## config.mk

```make
export PLATFORM = sky130hd
export DESIGN_NAME = wdt_win_ctrl
export DESIGN_NICKNAME = d
export VERILOG_FILES = /design/src/rtl/wdt_pkg.sv /design/src/rtl/wdt_regs.sv /design/src/rtl/wdt_core.sv /design/src/rtl/wdt_win_ctrl.sv
export SDC_FILE = /design/constraint.sdc
export NUM_CORES = 1
export LEC_CHECK = 0
export ABC_CLOCK_PERIOD_IN_PS = 6600
export BUFFER_PORTS_ARGS = -buffer_cell sky130_fd_sc_hd__buf_4
export CORE_ASPECT_RATIO = 0.5
export CORE_MARGIN = 2
export CORE_UTILIZATION = 25
export CTS_CLUSTER_DIAMETER = 200
export CTS_CLUSTER_SIZE = 24
export DETAILED_ROUTE_END_ITERATION = 10
export PLACE_DENSITY_LB_ADDON = 0.08
export SLEW_MARGIN = 10
export SYNTH_ARGS = -nofsm -noshare
export SYNTH_HDL_FRONTEND = slang
export SYNTH_SLANG_ARGS = --single-unit
```

## constraint.sdc

```tcl
create_clock -name clk -period 6.6 [get_ports clk]
set_clock_uncertainty 0.1 [all_clocks]
set_input_delay 0.66 -clock clk [delete_from_list [all_inputs] [get_ports clk]]
set_output_delay 0.66 -clock clk [all_outputs]
set_load 0.005 [all_outputs]
```

## src/rtl/wdt_pkg.sv

```systemverilog
// Package: shared constants and the period-decode function for the windowed watchdog.
// Assumes period codes are CODE_W bits and saturate at MAX_CODE.
package wdt_pkg;
    localparam int CODE_W     = 4;
    localparam int MAX_CODE   = 10;
    localparam int BASE_SHIFT = 3;
    // Room for closed + open at their maxima.
    localparam int CNT_W      = BASE_SHIFT + MAX_CODE + 2;

    typedef logic [CODE_W-1:0] code_t;
    typedef logic [CNT_W-1:0]  count_t;

    // Map a period code to its tick count, saturating codes above MAX_CODE.
    function automatic count_t period_ticks(input code_t code);
        int unsigned sh;
        sh = (int'(code) > MAX_CODE) ? MAX_CODE : int'(code);
        return count_t'(1) << (BASE_SHIFT + sh);
    endfunction
endpackage

```

## src/rtl/wdt_regs.sv

```systemverilog
// Module: configuration registers with commit bit and lock.
// A write commits only when bit 0 of the data is set. Lock freezes period codes
// and the window enable. Reserved bits and commit bits read back as zero.
module wdt_regs
    import wdt_pkg::*;
(
    input  logic        clk,
    input  logic        rst_n,
    input  logic        wr_en,
    input  logic        wr_sel,
    input  logic [7:0]  wr_data,
    input  logic        lock,
    input  code_t       fuse_open_code,
    input  code_t       fuse_closed_code,
    output logic        enable,
    output logic        win_en,
    output code_t       open_code,
    output code_t       closed_code,
    output logic [7:0]  rd_ctrl,
    output logic [7:0]  rd_win
);
    localparam int COMMIT_BIT = 0;
    localparam int EN_BIT     = 1;
    localparam int CODE_LSB   = 2;

    logic commit;
    code_t wr_code;

    assign commit  = wr_en && wr_data[COMMIT_BIT];
    assign wr_code = wr_data[CODE_LSB +: CODE_W];

    // Control register: enable always writable on commit, open code only when unlocked.
    always_ff @(posedge clk) begin
        if (!rst_n) begin
            enable    <= 1'b0;
            open_code <= fuse_open_code;
        end else if (commit && !wr_sel) begin
            enable <= wr_data[EN_BIT];
            if (!lock) open_code <= wr_code;
        end
    end

    // Window register: both fields writable only on commit while unlocked.
    always_ff @(posedge clk) begin
        if (!rst_n) begin
            win_en      <= 1'b0;
            closed_code <= fuse_closed_code;
        end else if (commit && wr_sel && !lock) begin
            win_en      <= wr_data[EN_BIT];
            closed_code <= wr_code;
        end
    end

    // Readback packing: reserved and commit positions read as zero.
    always_comb begin
        rd_ctrl = '0;
        rd_ctrl[EN_BIT] = enable;
        rd_ctrl[CODE_LSB +: CODE_W] = open_code;
        rd_win = '0;
        rd_win[EN_BIT] = win_en;
        rd_win[CODE_LSB +: CODE_W] = closed_code;
    end

    assert_lock_freeze_R4: assert property (@(posedge clk) disable iff (!rst_n)
        lock |=> ($stable(open_code) && $stable(closed_code) && $stable(win_en)));

    assert_ctrl_nocommit_R2: assert property (@(posedge clk) disable iff (!rst_n)
        (wr_en && !wr_sel && !wr_data[COMMIT_BIT]) |=> ($stable(enable) && $stable(open_code)));

    assert_win_nocommit_R3: assert property (@(posedge clk) disable iff (!rst_n)
        (wr_en && wr_sel && !wr_data[COMMIT_BIT]) |=> ($stable(win_en) && $stable(closed_code)));
endmodule

```

## src/rtl/wdt_core.sv

```systemverilog
// Module: tick counter, closed-window fault check and timeout detection.
// Assumes tick is a one-cycle pulse. A refresh takes priority over a tick in the same cycle.
// The count is held at zero while disabled.
module wdt_core
    import wdt_pkg::*;
(
    input  logic   clk,
    input  logic   rst_n,
    input  logic   tick,
    input  logic   refresh,
    input  logic   enable,
    input  logic   win_en,
    input  code_t  open_code,
    input  code_t  closed_code,
    output logic   reset_req
);
    count_t cnt;
    count_t closed_len;
    count_t limit;
    logic   early;

    // Window sizes from the current codes; the closed window vanishes outside window mode.
    always_comb begin
        closed_len = win_en ? period_ticks(closed_code) : '0;
        limit      = closed_len + period_ticks(open_code);
        early      = cnt < closed_len;
    end

    // Counter and request generation.
    always_ff @(posedge clk) begin
        if (!rst_n) begin
            cnt       <= '0;
            reset_req <= 1'b0;
        end else begin
            reset_req <= 1'b0;
            if (!enable) begin
                cnt <= '0;
            end else if (refresh) begin
                cnt <= '0;
                if (early) reset_req <= 1'b1;
            end else if (tick) begin
                if (cnt >= limit - count_t'(1)) begin
                    cnt       <= '0;
                    reset_req <= 1'b1;
                end else begin
                    cnt <= cnt + count_t'(1);
                end
            end
        end
    end

    assert_quiet_disabled_R12: assert property (@(posedge clk) disable iff (!rst_n)
        !enable |=> !reset_req);

    assert_refresh_restart_R7: assert property (@(posedge clk) disable iff (!rst_n)
        (enable && refresh) |=> (cnt == '0));

    assert_early_fault_R8: assert property (@(posedge clk) disable iff (!rst_n)
        (enable && win_en && refresh && early) |=> reset_req);

    assert_no_refresh_pulse_R10: assert property (@(posedge clk) disable iff (!rst_n)
        (enable && !win_en && refresh) |=> !reset_req);
endmodule

```

## src/rtl/wdt_win_ctrl.sv

```systemverilog
// Module: top of the windowed watchdog. Joins the register file to the counter core.
// Assumes tick is synchronous to clk and lasts one cycle.
module wdt_win_ctrl
    import wdt_pkg::*;
(
    input  logic        clk,
    input  logic        rst_n,
    input  logic        tick,
    input  logic        refresh,
    input  logic        wr_en,
    input  logic        wr_sel,
    input  logic [7:0]  wr_data,
    input  logic        lock,
    input  logic [3:0]  fuse_open_code,
    input  logic [3:0]  fuse_closed_code,
    output logic [7:0]  rd_ctrl,
    output logic [7:0]  rd_win,
    output logic        reset_req
);
    logic  enable;
    logic  win_en;
    code_t open_code;
    code_t closed_code;

    wdt_regs u_regs (
        .clk              (clk),
        .rst_n            (rst_n),
        .wr_en            (wr_en),
        .wr_sel           (wr_sel),
        .wr_data          (wr_data),
        .lock             (lock),
        .fuse_open_code   (fuse_open_code),
        .fuse_closed_code (fuse_closed_code),
        .enable           (enable),
        .win_en           (win_en),
        .open_code        (open_code),
        .closed_code      (closed_code),
        .rd_ctrl          (rd_ctrl),
        .rd_win           (rd_win)
    );

    wdt_core u_core (
        .clk         (clk),
        .rst_n       (rst_n),
        .tick        (tick),
        .refresh     (refresh),
        .enable      (enable),
        .win_en      (win_en),
        .open_code   (open_code),
        .closed_code (closed_code),
        .reset_req   (reset_req)
    );

    assert_pulse_needs_enable_R13: assert property (@(posedge clk) disable iff (!rst_n)
        reset_req |-> $past(enable));
endmodule

```

==> results of run 1 <==
per-stage QoR:
| step | worst slack, ns | cell area, µm² | power (µW) | instances | hold WS, ns |
|---|---|---|---|---|---|
| floorplan | 1.62 | 2970 | 329 | 372 | 0.378 |
| global placement | 0.761 | 3320 | 380 | 549 | 0.449 |
| detailed placement | 0.695 | 3320 | 386 | 549 | 0.453 |
| CTS | 0.672 | 3390 | 532 | 552 | 0.464 |
| global route | 0.131 | 3390 | 567 | 552 | 0.498 |
| finish | 0.670 | 3390 | 524 | 552 | 0.462 |
synth_stat cells, drive strengths merged (3+ instances only):
cell type and n:
buf 10, dfxtp 18, nand2 34, edfxtp 8
nor2b 15, o21ai 21, a21o 7, inv 41
clkbuf 3, nand3b 3, nand3 12, nand2b 6
nor2 32, ha 59, xnor2 9, nand4 14
xor2 13, o21a 5, a21oi 18
worst register-to-register path, delay by kind of cell, from the launching register on:
kind	cells	cell delay [ns]
AO/OA/AOI/OAI	11	2.75
XOR/XNOR	1	0.14
buffers and inverters	1	0.04
flip-flops	1	0.53
adder cells (fa/ha/maj)	4	1.26
AND/OR/NAND/NOR	4	1.00
per-layer routing:
layer / routed length (µm) / vias up / global-route usage (%)
met2: 3010 / 42 / 17.7
met5: 0 / - / 0
met4: 82 / 0 / 3.27
met1: 4410 / 1140 / 19.6
li1: - / 1310 / -
met3: 298 / 5 / 2.27
registers in the layout, indices dropped and copies added (netlist names):
name and flops:
u_core.cnt 15, u_regs.open_code 4, u_regs.win_en 1, u_regs.closed_code 4
u_core.reset_req 1, u_regs.enable 1
final cells by class:
cell class | instances | area (µm²)
multi-input combinational | 292 | 2130
timing repair buffer | 31 | 233
fill | 1246 | 7820
sequential | 26 | 601
tap | 159 | 199
clock buffer | 3 | 75.1
inverter | 41 | 154
cell families after synthesis:
kind of cell / after synthesis
muxes: 2
adders and majority gates: 60
buffers and inverters: 54
xor gates and xnor gates: 22
DFF: 26
AOI/OAI and AO/OA: 70
and+or+nand+nor: 129
other: 2
power by group through the flow:
stage                     clock network (µW)  logic [µW]  registers, µW
after CTS                                149         201            182
after global routing                     157         227            183
final                                    143         200            182
after global placement                     0         195            185
after floorplan                            0         147            182
after detailed placement                   0         200            185
worst min path at each step:
stage / endpoint / from / cells after the start
4_1_cts: u_core.cnt[14] / u_core.cnt[14] / 2
2_1_floorplan: u_core.cnt[14] / u_core.cnt[14] / 2
5_1_grt: u_core.cnt[1] / u_core.cnt[1] / 2
3_3_place_gp: u_core.cnt[14] / u_core.cnt[14] / 2
3_5_place_dp: u_core.cnt[14] / u_core.cnt[14] / 2
6_report: u_core.cnt[14] / u_core.cnt[14] / 2
==> flow_metrics.env, run 1 <==
export IMPL_reg2reg_to="u_core.cnt[13]"
export IMPL_final_util_pct=30.3
export IMPL_tightest_slew_ns=0.850
export IMPL_synth_top_area_share_pct=25.1
export IMPL_synth_xor_area_share_pct=6.55
export IMPL_detail_route_vias_per_cell=4.52
export IMPL_grt_antenna_before_repair=0
export IMPL_worst_endpoint_required_ns=6.65
export IMPL_p_switching_uw=180
export IMPL_synth_ff_type="dfxtp_1"
export IMPL_pwr_share_clk_pct=27.2
export IMPL_grt_max_degree=19
export IMPL_synth_mux_area_share_pct=0.680
export IMPL_critPathLaunch="u_regs.closed_code[1]"
export IMPL_routabilityCongestion=0.837
export IMPL_dpl_hpwl_um=6590
export IMPL_antennaDiodeCount=0
export IMPL_ir_drop_mv=0.0875
export IMPL_portBuffers=31
export IMPL_yosys_register_bits=26
export IMPL_cts_tree="yes"
export IMPL_cpMostUsedCell="ha_1"
export IMPL_area_growth_pct=15.3
export IMPL_slew_headroom_pct=42.8
export IMPL_synthCells=365
export IMPL_antenna_left=0
export IMPL_grt_usage_pct=12.7
export IMPL_drtPass1Iterations=4
export IMPL_drt_iter0_drc=148
export IMPL_drive_gt1_share_pct=12.0
export IMPL_io_pins=40
export IMPL_ff2ff_path_depth=21
export IMPL_ys_types=52
export IMPL_crit_buf_inv=1
export IMPL_grt_remaining_overflow=0
export IMPL_cts_sinks=26
export IMPL_hold_path_class="reg -> reg"
export IMPL_synth_compound_area_share_pct=16.7
export IMPL_rows=27
export IMPL_rsz0062_at_grt="false"
export IMPL_mostFrequentLayoutCells="ha_1 (59), inv_1 (41), nand2_1 (34), nor2_1 (32), buf_4 (31)"
export IMPL_reg2reg_setup_slack_ns=0.67
export IMPL_crit_chain="or2_2, a21oi_1, ha_1, nor2b_1, nand3_1, ha_1, inv_1, ha_1, a21oi_2, o22ai_1, a2111o_1, a31oi_4, o21bai_2, xnor2_1, ha_1, a21oi_1, o21ai_0, a41oi_1, a31oi_2, a21o_1, nor2_1"
export IMPL_maxCapViolations=0
export IMPL_combPwrFrac_pct=38.1
export IMPL_yosys_area_share_adder_pct=25.8
export IMPL_setup_viol=0
export IMPL_p_int_uw=344
export IMPL_avgSynthCellArea_um2=8.06
export IMPL_worst_setup_path_start_kind="register"
export IMPL_final_nets=478
export IMPL_cts_root_buffer="clkbuf_16"
export IMPL_fmax_mhz=169
export IMPL_ctsHoldBuffers=0
export IMPL_clk_pin_slew_worst_paths_ns=0.07
export IMPL_dieArea_mm2=0.0127
export IMPL_die_h_um=80.7
export IMPL_htreeDepth=1
export IMPL_cp_depth=21
export IMPL_async_reset_ff_share_pct=0
export IMPL_cts_buffers=3
export IMPL_cp_max_fo=12
export IMPL_synth_edff_count=8
export IMPL_wl_per_cell_um=14.1
export IMPL_setup_tns_ns=0
export IMPL_ys_seq_area_share_pct=20.4
export IMPL_powerDensity_mw_per_mm2=154
export IMPL_synthSimpleGateAreaFrac_pct=21.6
export IMPL_drc=0
export IMPL_leakage_uw=0.00152
export IMPL_period_needed_ns=5.93
export IMPL_ys_top_cells_by_area="ha_1 (25%), dfxtp_1 (12%), edfxtp_1 (8.2%)"
export IMPL_routed_wl_um=7800
export IMPL_syn_area_mm2=0.00294
export IMPL_die_w_um=157
export IMPL_cp_arrival_ns=5.98
export IMPL_synth_top_family_by_area="adder cells"
export IMPL_crit_path_end="u_core.cnt[13]"
export IMPL_crit_family="compound AO/OA/AOI/OAI gates"
export IMPL_yosys_area_top_type="ha_1"
export IMPL_grt_pass1_vias=2283
export IMPL_final_common_cell="ha_1"
export IMPL_finalHoldViolations=0
export IMPL_critPathSlowestCell="edfxtp_1"
export IMPL_seqPwrFrac_pct=34.7
export IMPL_finalCritPeriodShare_pct=89.9
export IMPL_r2r_start="u_regs.closed_code[1]"
export IMPL_p_sw_share_pct=34.4
export IMPL_ctsResizeCount=0
export IMPL_status="completed"
export IMPL_core_area_mm2=0.0112
export IMPL_grt_pass1_wl_um=12100
export IMPL_clock_path_buffers=2
export IMPL_cpPeakStageDelay_ns=0.53
export IMPL_initial_core_util_pct=26.2
export IMPL_ys_warn_count=0
export IMPL_critPathKind="reg -> reg"
export IMPL_post_cts_buffers=0
export IMPL_slew_viol_final=0
export IMPL_num_vias=2497
export IMPL_crit_path_end_kind="register"
export IMPL_clock_latency_ns=0.27
(Power assumes the default switching activity.)
==> inputs of run 2 (changes only) <==
--- a/config.mk
+++ b/config.mk
@@ -13,6 +13,7 @@
 export CTS_CLUSTER_DIAMETER = 200
 export CTS_CLUSTER_SIZE = 24
 export DETAILED_ROUTE_END_ITERATION = 10
+export MAX_ROUTING_LAYER = met4
 export PLACE_DENSITY_LB_ADDON = 0.08
 export SLEW_MARGIN = 10
 export SYNTH_ARGS = -nofsm -noshare
==> run 2 against run 1 <==
  * Cell area unchanged
  * Count of clock-buffer cells in the layout unchanged
  * Clock power about the same
  * Critical path type unchanged
==> flow_metrics.env, run 2 (synthesized netlist as in run 1, its figures left out) <==
export IMPL_hold_path_class="reg -> reg"
export IMPL_die_h_um=80.7
export IMPL_finalHoldViolations=0
export IMPL_largest_reg_flops=15
export IMPL_dpl_hpwl_um=6590
export IMPL_die_w_um=157
export IMPL_drc=0
export IMPL_dieArea_mm2=0.0127
export IMPL_setup_tns_ns=0
export IMPL_period_needed_ns=5.96
export IMPL_slew_headroom_pct=42.8
export IMPL_post_cts_buffers=0
export IMPL_maxCapViolations=0
export IMPL_leakage_uw=0.00152
export IMPL_antennaDiodeCount=0
export IMPL_grt_pass1_wl_um=12000
export IMPL_area_growth_pct=15.3
export IMPL_portBuffers=31
export IMPL_pre_cts_slack_ns=0.695
export IMPL_grt_pass1_vias=2286
export IMPL_cp_max_fo=12
export IMPL_htreeDepth=1
export IMPL_cpMostUsedCell="ha_1"
export IMPL_rows=27
export IMPL_detail_route_vias_per_cell=4.50
export IMPL_slew_viol_final=0
export IMPL_powerDensity_mw_per_mm2=154
export IMPL_cpPeakStageDelay_ns=0.53
export IMPL_cts_tree="yes"
export IMPL_critPathKind="reg -> reg"
export IMPL_grt_antenna_before_repair=0
export IMPL_ctsResizeCount=0
export IMPL_final_nets=478
export IMPL_num_vias=2484
export IMPL_antenna_left=0
export IMPL_routabilityCongestion=0.850
export IMPL_cts_root_buffer="clkbuf_16"
export IMPL_crit_path_end_kind="register"
export IMPL_cts_buffers=3
export IMPL_grt_max_degree=19
export IMPL_setup_slack_ns=0.642
export IMPL_final_util_pct=30.3
export IMPL_finalCritPeriodShare_pct=90.3
export IMPL_fmax_mhz=168
export IMPL_ir_drop_mv=0.0875
export IMPL_reg_top3="u_core.cnt x15, u_regs.closed_code x4, u_regs.open_code x4"
export IMPL_cts_sinks=26
export IMPL_worst_endpoint_required_ns=6.65
export IMPL_drtPass1Iterations=4
export IMPL_ctsHoldBuffers=0
export IMPL_mostFrequentLayoutCells="ha_1 (59), inv_1 (41), nand2_1 (34), nor2_1 (32), buf_4 (31)"
export IMPL_initial_core_util_pct=26.2
export IMPL_clock_path_buffers=2
export IMPL_final_common_cell="ha_1"
export IMPL_clk_pin_slew_worst_paths_ns=0.07
export IMPL_total_power_uw=524
export IMPL_wl_per_cell_um=14.1
export IMPL_critPathSlowestCell="edfxtp_1"
export IMPL_setup_viol=0
export IMPL_worst_setup_path_start_kind="register"
export IMPL_rsz0062_at_grt="false"
export IMPL_tightest_slew_ns=0.850
export IMPL_grt_remaining_overflow=0
export IMPL_io_pins=40
export IMPL_largest_register="u_core.cnt"
export IMPL_core_area_mm2=0.0112
export IMPL_drt_iter0_drc=148
export IMPL_crit_chain="or2_2, a21oi_1, ha_1, nor2b_1, nand3_1, ha_1, inv_1, ha_1, a21oi_2, o22ai_1, a2111o_1, a31oi_4, o21bai_2, xnor2_1, ha_1, a21oi_1, o21ai_0, a41oi_1, a31oi_2, a21o_1, nor2_1"
export IMPL_drive_gt1_share_pct=12.0
export IMPL_routed_wl_um=7790
export IMPL_cp_arrival_ns=6.00
export IMPL_clock_latency_ns=0.27
export IMPL_holdWs_ns=0.462
export IMPL_grt_usage_pct=13.1
export IMPL_status="completed"
[run 2: routing by layer]
layer | vias up | wire (µm) | global-route usage (%) | share of wire, %
met4 | 0 | 82 | 3.27 | 1.1
met1 | 1135 | 4410 | 19.5 | 57
met3 | 5 | 300 | 2.27 | 3.9
li1 | 1312 | - | - | -
met2 | 32 | 3000 | 17.7 | 38
met5 | - | 0 | - | 0
[run 2: final cells by class]
class                   instances  area, µm²
fillers                      1246       7820
multi-input cells             292       2130
flip-flops and latches         26        601
repair buffers                 31        233
well taps                     159        199
inverters                      41        154
clock buffers                   3       75.1
[run 2: worst paths after layout]
path	slack, ns	end	cells after the start	from
worst max-delay path	0.64	u_core.cnt[13]	21	u_regs.closed_code[1]
worst max register to register	0.64	u_core.cnt[13]	21	u_regs.closed_code[1]
worst min-delay path	0.46	u_core.cnt[14]	2	u_core.cnt[14]
worst min register to register	0.46	u_core.cnt[14]	2	u_core.cnt[14]
[run 2: critical path: cells and delay by family (launching register included)]
kind                       cells  cell delay [ns]
and+or+nand+nor                4             1.00
xor gates and xnor gates       1             0.14
adders and majority gates      4             1.26
AOI/OAI and AO/OA             11             2.77
buffers and inverters          1             0.04
DFF                            1             0.53
[run 2: stage by stage]
step,std cells,instance area [µm²]
6_report,552,3390
5_1_grt,552,3390
4_1_cts,552,3390
3_5_place_dp,549,3320
3_3_place_gp,549,3320
2_1_floorplan,372,2970
[run 2: power by group]
group          switching (µW)  internal (µW)  leakage [µW]
clock network            61.8           80.8     0.0000370
logic                     108           91.8       0.00126
registers                10.4            172      0.000224
total                     180            344       0.00152
==> inputs of run 3 (changes only) <==
--- a/config.mk
+++ b/config.mk
@@ -5,6 +5,7 @@
 export SDC_FILE = /design/constraint.sdc
 export NUM_CORES = 1
 export LEC_CHECK = 0
+export ABC_AREA = 1
 export ABC_CLOCK_PERIOD_IN_PS = 6600
 export BUFFER_PORTS_ARGS = -buffer_cell sky130_fd_sc_hd__buf_4
 export CORE_ASPECT_RATIO = 0.5
==> run 3 against run 2 <==
  * Critical endpoint unchanged
  * Register-to-register slack improved by 1.2 ns
  * Die area rose by 4.5%
  * Sequential share of layout area fell by 0.74 points
==> flow_metrics.env, run 3 <==
export IMPL_yosys_area_share_adder_pct=24.6
export IMPL_post_cts_buffers=0
export IMPL_synth_compound_area_share_pct=9.70
export IMPL_ys_warn_count=0
export IMPL_grt_pass1_vias=2485
export IMPL_tightest_slew_ns=0.731
export IMPL_rsz0062_at_grt="false"
export IMPL_ys_seq_area_share_pct=19.5
export IMPL_period_needed_ns=4.77
export IMPL_largest_register="u_core.cnt"
export IMPL_worst_endpoint_required_ns=6.65
export IMPL_grt_pass1_wl_um=12800
export IMPL_drt_iter0_drc=116
export IMPL_ctsHoldBuffers=0
export IMPL_routed_wl_um=7900
export IMPL_fillers=1339
export IMPL_avgSynthCellArea_um2=6.99
export IMPL_io_pins=40
export IMPL_routabilityCongestion=0.766
export IMPL_cp_max_fo=15
export IMPL_reg_top3="u_core.cnt x15, u_regs.closed_code x4, u_regs.open_code x4"
export IMPL_powerDensity_mw_per_mm2=153
export IMPL_grt_max_degree=16
export IMPL_crit_buf_inv=4
export IMPL_critPathSlowestCell="edfxtp_1"
export IMPL_fmax_mhz=210
export IMPL_ys_types=38
export IMPL_slew_headroom_pct=50.8
export IMPL_area_growth_pct=15.0
export IMPL_antennaDiodeCount=0
export IMPL_slew_viol_final=0
export IMPL_drtPass1Iterations=4
export IMPL_worst_setup_path_start_kind="register"
export IMPL_ys_top_cells_by_area="ha_1 (24%), nand2_1 (12%), dfxtp_1 (12%)"
export IMPL_wl_per_cell_um=12.4
export IMPL_final_nets=555
export IMPL_synth_top_area_share_pct=24.0
export IMPL_cts_sinks=26
export IMPL_num_vias=2686
export IMPL_die_h_um=82.5
export IMPL_syn_area_mm2=0.00308
export IMPL_dpl_hpwl_um=6900
export IMPL_yosys_top_cells_count="nand2_1 (99), inv_1 (75), ha_1 (59), nor2_1 (44), a21oi_1 (25)"
export IMPL_total_power_uw=541
export IMPL_maxCapViolations=0
export IMPL_antenna_left=0
export IMPL_critPathKind="reg -> reg"
export IMPL_status="completed"
export IMPL_setup_viol=0
export IMPL_rows=28
export IMPL_die_w_um=161
export IMPL_synth_mux_area_share_pct=0.325
export IMPL_setup_tns_ns=0
export IMPL_clock_path_buffers=2
export IMPL_grt_usage_pct=12.8
export IMPL_largest_reg_flops=15
export IMPL_holdWs_ns=0.452
export IMPL_synth_edff_count=8
export IMPL_crit_path_end_kind="register"
export IMPL_yosys_register_bits=26
export IMPL_grt_antenna_before_repair=0
export IMPL_dieArea_mm2=0.0133
export IMPL_cts_tree="yes"
export IMPL_synth_most_common_cell="nand2_1"
export IMPL_synthSimpleGateAreaFrac_pct=27.0
export IMPL_synth_ff_type="dfxtp_1"
export IMPL_synth_top_family_by_area="simple AND/OR/NAND/NOR gates"
export IMPL_core_area_mm2=0.0119
export IMPL_ctsResizeCount=0
export IMPL_cts_root_buffer="clkbuf_16"
export IMPL_detail_route_vias_per_cell=4.22
export IMPL_leakage_uw=0.00184
export IMPL_cts_buffers=3
export IMPL_drive_gt1_share_pct=10.4
export IMPL_synthCells=441
export IMPL_htreeDepth=1
export IMPL_final_common_cell="nand2_1"
export IMPL_async_reset_ff_share_pct=0
export IMPL_drc=0
export IMPL_ir_drop_mv=0.0834
export IMPL_crit_chain="a21oi_1, nand2_1, inv_1, ha_1, nand2_1, inv_1, nand3_1, ha_1, inv_1, ha_1, inv_1, fa_1, o31ai_2, nand3_1, nand4_1, xnor2_1, ha_1, nand3_1, nor3_1, nand2_1, nand3_1, nand2_1, nand2_2, nor2_1"
export IMPL_portBuffers=31
export IMPL_synth_xor_area_share_pct=6.82
export IMPL_hold_path_class="reg -> reg"
export IMPL_finalHoldViolations=0
export IMPL_clk_pin_slew_worst_paths_ns=0.07
export IMPL_grt_remaining_overflow=0
export IMPL_initial_core_util_pct=25.9
export IMPL_finalCritPeriodShare_pct=72.3
export IMPL_clock_latency_ns=0.27
export IMPL_yosys_area_top_type="ha_1"
export IMPL_cp_arrival_ns=4.83
export IMPL_cpPeakStageDelay_ns=0.47
export IMPL_crit_family="simple AND/OR/NAND/NOR gates"
export IMPL_mostFrequentLayoutCells="nand2_1 (99), inv_1 (75), ha_1 (59), nor2_1 (44), buf_4 (31)"
==> run 3: cell count changes in the layout (fill, tap and decap cells not counted), sizes merged, moves of 3 or more <==
cell,change
nor2b,-15
nand2b,-6
o21a,-3
a21oi,+8
nor2,+15
nor3,+7
nand3,+6
xor2,+7
o21ai,-10
nand2,+69
a21o,-5
xnor2,-5
nand4,-3
inv,+34
==> run 3: kinds of logic after synthesis <==
group | count (synthesis)
compound gates | 50
xor+xnor | 24
fa+ha+maj | 60
buf+inv | 87
flops | 26
mux | 1
other cells | 2
simple gates | 191
==> run 3: worst reg2reg max path: stages, from the launching register on <==
cell and delay (ns):
edfxtp_1 0.47, a21oi_1 0.22, nand2_1 0.07, inv_1 0.10, ha_1 0.25, nand2_1 0.12
inv_1 0.06, nand3_1 0.19, ha_1 0.28, inv_1 0.06, ha_1 0.23, inv_1 0.08
fa_1 0.43, o31ai_2 0.43, nand3_1 0.14, nand4_1 0.13, xnor2_1 0.10, ha_1 0.31
nand3_1 0.13, nor3_1 0.19, nand2_1 0.08, nand3_1 0.08, nand2_1 0.07, nand2_2 0.27
nor2_1 0.08
==> run 3: area by class of cell <==
cell class | count | area [µm²] | share of cell area [%]
Clock buffer | 4 | 78.8 | 2.22
Timing Repair Buffer | 31 | 233 | 6.57
Sequential cell | 26 | 601 | 16.9
Multi-Input combinational cell | 335 | 2140 | 60.5
Inverter | 75 | 282 | 7.94
Tap cell | 165 | 206 | 5.83
==> run 3: final timing paths <==
path / from / slack [ns] / cells after the start / endpoint
setup / recovery: u_regs.closed_code[3] / 1.83 / 24 / u_core.cnt[13]
hold / removal: u_regs.enable / 0.45 / 2 / u_regs.enable
hold reg to reg: u_regs.enable / 0.45 / 2 / u_regs.enable
setup reg to reg: u_regs.closed_code[3] / 1.83 / 24 / u_core.cnt[13]
==> run 3: metrics by stage <==
| step | std cells | instance area [µm²] | utilization (%) | setup slack, ns |
|---|---|---|---|---|
| floorplan | 448 | 3110 | - | 2.50 |
| global placement | 632 | 3460 | 29.1 | 1.81 |
| detailed placement | 632 | 3460 | 29.1 | 1.84 |
| CTS | 636 | 3540 | 29.7 | 1.79 |
| global route | 636 | 3540 | 29.7 | 1.23 |
| finish | 636 | 3540 | 29.7 | 1.83 |
==> run 3: report_power, final <==
part           switching (µW)  internal [µW]  leakage [µW]  total, µW
combinational             131           87.8       0.00158        218
clock                    59.8           82.9     0.0000382        143
sequential               8.46            172      0.000224        180
==> run 3: metal layers <==
metal	share of wire [%]	global-route usage (%)	wire length (µm)
met5	0	-	0
met4	0.77	2.41	61
met3	4.0	2.20	316
met2	38	18.9	3040
met1	57	18.5	4480
